--- src/rtl/shr_pkg.sv ---
package shr_pkg;
   typedef enum logic [2:0] {
      PH_IDLE,
      PH_INHIBIT,
      PH_ADDR,
      PH_LOAD,
      PH_RELEASE
   } shr_phase_e;
endpackage

--- src/rtl/shr_tick_gen.sv ---
module shr_tick_gen #(
   parameter int TICK_DIV = 20000
) (
   input  logic clk,
   input  logic rst_n,
   output logic tick
);
   localparam int CNT_W = $clog2(TICK_DIV);

   logic [CNT_W-1:0] cnt;

   always_ff @(posedge clk or negedge rst_n) begin
      if (!rst_n) begin
         cnt  <= '0;
         tick <= 1'b0;
      end else if (cnt == CNT_W'(TICK_DIV - 1)) begin
         cnt  <= '0;
         tick <= 1'b1;
      end else begin
         cnt  <= cnt + 1'b1;
         tick <= 1'b0;
      end
   end

   // the tick is a single-clock pulse
   assert_tick_single_R7: assert property (@(posedge clk) disable iff (!rst_n)
      tick |=> !tick);
endmodule

--- src/rtl/shr_code_bank.sv ---
module shr_code_bank #(
   parameter int NUM_CH      = 4,
   parameter int CODE_W      = 12,
   parameter int CH_W        = 2,
   parameter int RESET_CODE  = 2048,
   parameter int SQ_CH       = 1,
   parameter bit SQ_FORCE_EN = 1'b1
) (
   input  logic              clk,
   input  logic              rst_n,
   input  logic              wr_en,
   input  logic [CH_W-1:0]   wr_ch,
   input  logic [CODE_W-1:0] wr_code,
   input  logic              sq_sel,
   input  logic [CH_W-1:0]   rd_ch,
   output logic [CODE_W-1:0] rd_code
);
   logic [CODE_W-1:0] regs [NUM_CH];
   logic [CODE_W-1:0] picked;

   always_ff @(posedge clk or negedge rst_n) begin
      if (!rst_n) begin
         for (int i = 0; i < NUM_CH; i++) regs[i] <= CODE_W'(RESET_CODE);
      end else if (wr_en) begin
         for (int i = 0; i < NUM_CH; i++)
            if (wr_ch == CH_W'(i)) regs[i] <= wr_code;
      end
   end

   assign picked = regs[rd_ch];

   generate
      if (SQ_FORCE_EN) begin : g_force
         assign rd_code = (!sq_sel && rd_ch == CH_W'(SQ_CH)) ? '0 : picked;

         // forced channel reads zero while the square wave is off
         assert_force_zero_R8: assert property (@(posedge clk) disable iff (!rst_n)
            (!sq_sel && rd_ch == CH_W'(SQ_CH)) |-> rd_code == '0);
      end else begin : g_plain
         assign rd_code = picked;
      end
   endgenerate
endmodule

--- src/rtl/shr_write_seq.sv ---
module shr_write_seq
   import shr_pkg::*;
#(
   parameter int NUM_CH    = 4,
   parameter int CODE_W    = 12,
   parameter int CH_W      = 2,
   parameter int ADDR_W    = 3,
   parameter int LSB_W     = 4,
   parameter int HOLD_CLKS = 4
) (
   input  logic                    clk,
   input  logic                    rst_n,
   input  logic                    tick,
   output logic [CH_W-1:0]         rd_ch,
   input  logic [CODE_W-1:0]       rd_code,
   output logic [ADDR_W+LSB_W:0]   mux_latch,
   output logic [CODE_W-LSB_W-1:0] dac_data,
   output logic                    dac_stb_n
);
   localparam int LATCH_W = 1 + ADDR_W + LSB_W;
   localparam int HOLD_W  = $clog2(HOLD_CLKS);
   localparam int MID     = HOLD_CLKS / 2;

   shr_phase_e        phase;
   logic [HOLD_W-1:0] hold_cnt;
   logic [CH_W-1:0]   ch_ptr;
   logic [CH_W-1:0]   snap_ch;
   logic [CODE_W-1:0] snap_code;
   logic              hold_done;

   assign rd_ch     = ch_ptr;
   assign hold_done = (hold_cnt == HOLD_W'(HOLD_CLKS - 1));
   assign dac_stb_n = !(phase == PH_LOAD && hold_cnt == HOLD_W'(MID));

   always_ff @(posedge clk or negedge rst_n) begin
      if (!rst_n) begin
         phase     <= PH_IDLE;
         hold_cnt  <= '0;
         ch_ptr    <= '0;
         snap_ch   <= '0;
         snap_code <= '0;
         mux_latch <= LATCH_W'(1) << (LATCH_W - 1);
         dac_data  <= '0;
      end else if (phase == PH_IDLE) begin
         if (tick) begin
            snap_code <= rd_code;
            snap_ch   <= ch_ptr;
            ch_ptr    <= (ch_ptr == CH_W'(NUM_CH - 1)) ? '0 : ch_ptr + 1'b1;
            mux_latch[LATCH_W-1] <= 1'b1;
            hold_cnt  <= '0;
            phase     <= PH_INHIBIT;
         end
      end else if (!hold_done) begin
         hold_cnt <= hold_cnt + 1'b1;
      end else begin
         hold_cnt <= '0;
         unique case (phase)
            PH_INHIBIT: begin
               mux_latch <= {1'b1, ADDR_W'(snap_ch), snap_code[LSB_W-1:0]};
               phase     <= PH_ADDR;
            end
            PH_ADDR: begin
               dac_data <= snap_code[CODE_W-1:LSB_W];
               phase    <= PH_LOAD;
            end
            PH_LOAD: begin
               mux_latch[LATCH_W-1] <= 1'b0;
               phase <= PH_RELEASE;
            end
            default: phase <= PH_IDLE;
         endcase
      end
   end

   // a tick seen while idle raises the inhibit on the next clock
   assert_tick_inhibits_R2: assert property (@(posedge clk) disable iff (!rst_n)
      (tick && phase == PH_IDLE) |=> mux_latch[LATCH_W-1]);
   // strobe lasts one clock
   assert_stb_one_clk_R4: assert property (@(posedge clk) disable iff (!rst_n)
      !dac_stb_n |=> dac_stb_n);
   // DAC loads only while the mux is inhibited
   assert_stb_inhibited_R4: assert property (@(posedge clk) disable iff (!rst_n)
      !dac_stb_n |-> mux_latch[LATCH_W-1]);
   // data settled before the strobe
   assert_dac_settled_R4: assert property (@(posedge clk) disable iff (!rst_n)
      !dac_stb_n |-> $stable(dac_data));
   // release keeps address and low bits
   assert_release_keeps_R5: assert property (@(posedge clk) disable iff (!rst_n)
      $fell(mux_latch[LATCH_W-1]) |-> mux_latch[LATCH_W-2:0] == $past(mux_latch[LATCH_W-2:0]));
endmodule

--- src/rtl/shr_refresh_seq.sv ---
module shr_refresh_seq #(
   parameter int NUM_CH      = 4,
   parameter int CODE_W      = 12,
   parameter int LSB_W       = 4,
   parameter int ADDR_W      = 3,
   parameter int HOLD_CLKS   = 4,
   parameter int TICK_DIV    = 20000,
   parameter int RESET_CODE  = 2048,
   parameter int SQ_CH       = 1,
   parameter bit SQ_FORCE_EN = 1'b1,
   localparam int CH_W       = $clog2(NUM_CH),
   localparam int DAC_W      = CODE_W - LSB_W,
   localparam int LATCH_W    = 1 + ADDR_W + LSB_W
) (
   input  logic              clk,
   input  logic              rst_n,
   input  logic              host_we,
   input  logic [CH_W-1:0]   host_ch,
   input  logic [CODE_W-1:0] host_code,
   input  logic              sq_sel,
   output logic [LATCH_W-1:0] mux_latch,
   output logic [DAC_W-1:0]  dac_data,
   output logic              dac_stb_n
);
   generate
      if (NUM_CH < 2 || NUM_CH > (1 << ADDR_W))
         $error("NUM_CH must fit the mux address");
      if (CODE_W <= LSB_W)
         $error("CODE_W must exceed LSB_W");
      if (HOLD_CLKS < 2)
         $error("HOLD_CLKS must be at least 2");
      if (TICK_DIV <= 4 * HOLD_CLKS + 1)
         $error("TICK_DIV must cover a full write sequence");
      if (SQ_CH >= NUM_CH)
         $error("SQ_CH out of range");
   endgenerate

   logic              tick;
   logic [CH_W-1:0]   rd_ch;
   logic [CODE_W-1:0] rd_code;

   shr_tick_gen #(.TICK_DIV(TICK_DIV)) u_tick (
      .clk   (clk),
      .rst_n (rst_n),
      .tick  (tick)
   );

   shr_code_bank #(
      .NUM_CH(NUM_CH), .CODE_W(CODE_W), .CH_W(CH_W),
      .RESET_CODE(RESET_CODE), .SQ_CH(SQ_CH), .SQ_FORCE_EN(SQ_FORCE_EN)
   ) u_bank (
      .clk     (clk),
      .rst_n   (rst_n),
      .wr_en   (host_we),
      .wr_ch   (host_ch),
      .wr_code (host_code),
      .sq_sel  (sq_sel),
      .rd_ch   (rd_ch),
      .rd_code (rd_code)
   );

   shr_write_seq #(
      .NUM_CH(NUM_CH), .CODE_W(CODE_W), .CH_W(CH_W),
      .ADDR_W(ADDR_W), .LSB_W(LSB_W), .HOLD_CLKS(HOLD_CLKS)
   ) u_seq (
      .clk       (clk),
      .rst_n     (rst_n),
      .tick      (tick),
      .rd_ch     (rd_ch),
      .rd_code   (rd_code),
      .mux_latch (mux_latch),
      .dac_data  (dac_data),
      .dac_stb_n (dac_stb_n)
   );
endmodule

--- config.mk ---
export PLATFORM = sky130hd
export DESIGN_NAME = shr_refresh_seq
export DESIGN_NICKNAME = d
export VERILOG_FILES = /design/src/rtl/shr_pkg.sv /design/src/rtl/shr_tick_gen.sv /design/src/rtl/shr_code_bank.sv /design/src/rtl/shr_write_seq.sv /design/src/rtl/shr_refresh_seq.sv
export SDC_FILE = /design/constraint.sdc
export NUM_CORES = 1
export LEC_CHECK = 0
export BUFFER_PORTS_ARGS = -buffer_cell sky130_fd_sc_hd__buf_2
export CORE_ASPECT_RATIO = 0.8
export CORE_MARGIN = 2
export CORE_UTILIZATION = 53
export CTS_CLUSTER_DIAMETER = 80
export DETAILED_ROUTE_END_ITERATION = 6
export HOLD_SLACK_MARGIN = 0.12
export PLACE_DENSITY = 0.71
export RECOVER_POWER = 50
export SYNTH_ARGS = -nofsm -noshare
export SYNTH_HDL_FRONTEND = slang
export SYNTH_SLANG_ARGS = --single-unit
--- constraint.sdc ---
create_clock -name clk -period 1.65 [get_ports clk]
set_input_delay 0.165 -clock clk [delete_from_list [all_inputs] [get_ports clk]]
set_output_delay 0.165 -clock clk [all_outputs]
set_load 0.005 [all_outputs]
==> impl_metrics.ini <==
[sta]
hold_viol = 0
rsz0062_at_grt = no
finalCriticalPeriod_ps = 1550
fin_worst_skew_ps = 5.16
setup_violations = 0
fin_setup_tns_ps = 0
max_freq_mhz = 646
tightest_slew_ps = 1030
fin_crit_sh_pct = 93.8
slew_headroom_pct = 31.2
drv_slew = 0

[cts]
cts.clk_slew.worst_paths_ps = 90
postCtsSetupBuffers = 0
cts_tree = built
clk_latency_ps = 360
clockRootBuffer = clkbuf_8
cts_num_sinks = 100
cts_made_buffers = 9
htree_levels = 3
clockBufferDepth = 2

[setup_path]
endpoint_kind = flop
cp.arrival_ps = 1810
crit_buf_inv = 0
setup.worst_path.class = flop to flop
crit_chain = ha_2 -> and4_2 -> and4b_1 -> a311oi_2 -> a41o_1
startpoint_type = flop
cp_max_fo = 6
crit_path_max_incr_delay_ps = 400
cpMaxStageDelayCell = dfrtp_1
path_delay_family = simple AND/OR/NAND/NOR gates
required_ps = 1910

[floorplan]
fp.coreArea_mm2 = 0.00791
rows = 29
start_util_pct = 54.6
die_x_um = 105
die_height_um = 84.7
top_level_ports = 35
dieArea_mm2 = 0.00889

[final_layout]
insertedDiodeCount = 0
final_common_cell = dfrtp_1
drive_gt1_share_pct = 42.0
fin_area_mm2 = 0.00503
syn_to_final_growth_pct = 16.6
nets = 373
final_cell_mix = 94 x dfrtp_1, 63 x mux2_2, 26 x buf_2, 13 x clkbuf_8, 13 x dlygate4sd3_1
fillers = 616

[placed_design]
place_congestion = 0.844
dpl_cell_area_mm2 = 0.00469
dpl.hpwl_um = 5150
io_buffers = 33

[grt]
overflow = 0
grt_pass1_wl_um = 12900
grt_pass1_vias = 2566
grt_max_degree = 49
track_usage_pct = 19.0
antenna_found_initial = 0

[power]
ir_drop_uv = 628
leakage_nw = 2.28
power.density_mw_per_mm2 = 974
p_total_mw = 4.90

[routing]
drt_iter0_drc = 75
drc = 0
wl_per_cell_um = 16.1
drt-total-wl_um = 7450
ant_nets = 0
vias = 2512
drt_pass1_iterations = 4
avgViaCountPerCell = 5.43

[synth]
netlist_area_mm2 = 0.00432
ys_warn_count = 0
syn-num-nets = 315
ys_async_sr_fraction_pct = 100
yosysSeqAreaShare_pct = 58.1
syn_inst = 292
synth_edf_count = 0
ys_seq_elements = 100
avgSynthCellArea_um2 = 14.8
ys.flop_type = dfrtp_1
synth.distinct_cells = 42

[job]
drv_cap = 0

[status]
run_status = complete, no violations

[min_path]
hp-class = primary input to flop
[final timing paths]
kind | cells past startpoint | startpoint | slack (ps) | to
setup / recovery | 5 | u_tick.cnt[0] | 100 | u_tick.cnt[11]
hold / removal | 5 | sq_sel | 400 | u_seq.snap_code[11]
setup reg to reg | 5 | u_tick.cnt[0] | 100 | u_tick.cnt[11]
hold reg to reg | 2 | u_seq.mux_latch[7] | 480 | u_seq.mux_latch[7]
max in group asynchronous | 3 | rst_n | 290 | u_tick.cnt[8]
min in group asynchronous | 2 | rst_n | 510 | u_bank.regs[12]
[Yosys cell counts, drive strengths merged (2+ instances only)]
library cell | count | share of area [%]
mux2 | 63 | 16
ha | 5 | 1.4
nand3 | 8 | 0.93
nand3b | 4 | 0.70
and4 | 2 | 0.41
xor2 | 4 | 0.81
and3 | 2 | 0.29
o21ai | 6 | 0.70
nor4b | 3 | 1.2
xnor2 | 6 | 1.2
dfstp | 5 | 3.0
nor2 | 7 | 0.67
dfrtp | 95 | 55
nor3b | 2 | 0.35
nor3 | 2 | 0.49
mux4 | 12 | 6.3
nand4 | 3 | 0.43
a21o | 2 | 0.35
a22o | 12 | 2.4
buf | 14 | 2.3
o31ai | 3 | 0.52
nand2 | 10 | 0.87
inv | 7 | 0.61
a21oi | 3 | 0.35
[report_power, final]
| group | total (mW) | switching, mW | internal [mW] |
|---|---|---|---|
| registers | 2.79 | 0.103 | 2.68 |
| logic | 0.471 | 0.181 | 0.290 |
| clock network | 1.64 | 0.779 | 0.864 |
[metal layers]
layer  global-route usage [%]  share of wire [%]  vias to the layer above
li1                         -                  -                     1187
met1                     27.2                 51                     1278
met2                     28.5                 45                       41
met3                     6.29                3.6                        6
met4                     4.73               0.70                        0
met5                        0                  0                        -
[what timing repair did]
action | in CTS | in global routing
hold buffers | 13 | 0
hold endpoints to repair | 143 | 0
gates resized for setup | 0 | 4
setup endpoints to repair | 0 | 15
[worst min-delay path: cells and delay by family]
| kind | cells | cell delay [ps] |
|---|---|---|
| buffers and inverters | 3 | 330 |
| AOI/OAI and AO/OA | 2 | 240 |
[logic make-up after synthesis]
| kind of cell | Yosys count | synth area share, % |
|---|---|---|
| xor gates and xnor gates | 10 | 2.03 |
| and+or+nand+nor | 48 | 7.19 |
| AOI/OAI and AO/OA | 30 | 5.22 |
| buffers and inverters | 22 | 3.01 |
| muxes | 76 | 22.9 |
| adders and majority gates | 5 | 1.45 |
| DFF | 100 | 58.1 |
| other | 1 | 0.0868 |
[per-stage QoR]
| stage | hold WS [ps] | std cells | util [%] | setup slack, ps |
|---|---|---|---|---|
| 6_report | 404 | 463 | 63.6 | 102 |
| 3_5_place_dp | 61.5 | 434 | 59.3 | 40.5 |
| 5_1_grt | 401 | 463 | 63.6 | 26.5 |
| 3_3_place_gp | 54.7 | 434 | 59.3 | 94.5 |
| 2_1_floorplan | -131 | 292 | - | 23.9 |
| 4_1_cts | 197 | 463 | 63.8 | 16.8 |
[state kept, by name, indices dropped and copies added, names as in the netlist]
register / flops
u_bank.regs: 48
u_tick.cnt: 15
u_seq.snap_code: 12
u_seq.dac_data: 8
u_seq.mux_latch: 7
u_seq.phase: 3
u_seq.hold_cnt: 2
u_seq.rd_ch: 2
u_seq.snap_ch: 2
u_tick.tick: 1
[area by class of cell]
type / instances / area, µm² / area share (%)
clock inverters: 3 / 42.5 / 0.845
repair buffers: 62 / 448 / 8.90
flip-flops and latches: 100 / 2510 / 49.9
clock buffers: 13 / 179 / 3.55
well taps: 108 / 135 / 2.68
multi-input cells: 170 / 1690 / 33.6
inverters: 7 / 26.3 / 0.522
Note: power is estimated with default switching activity, not from simulation.
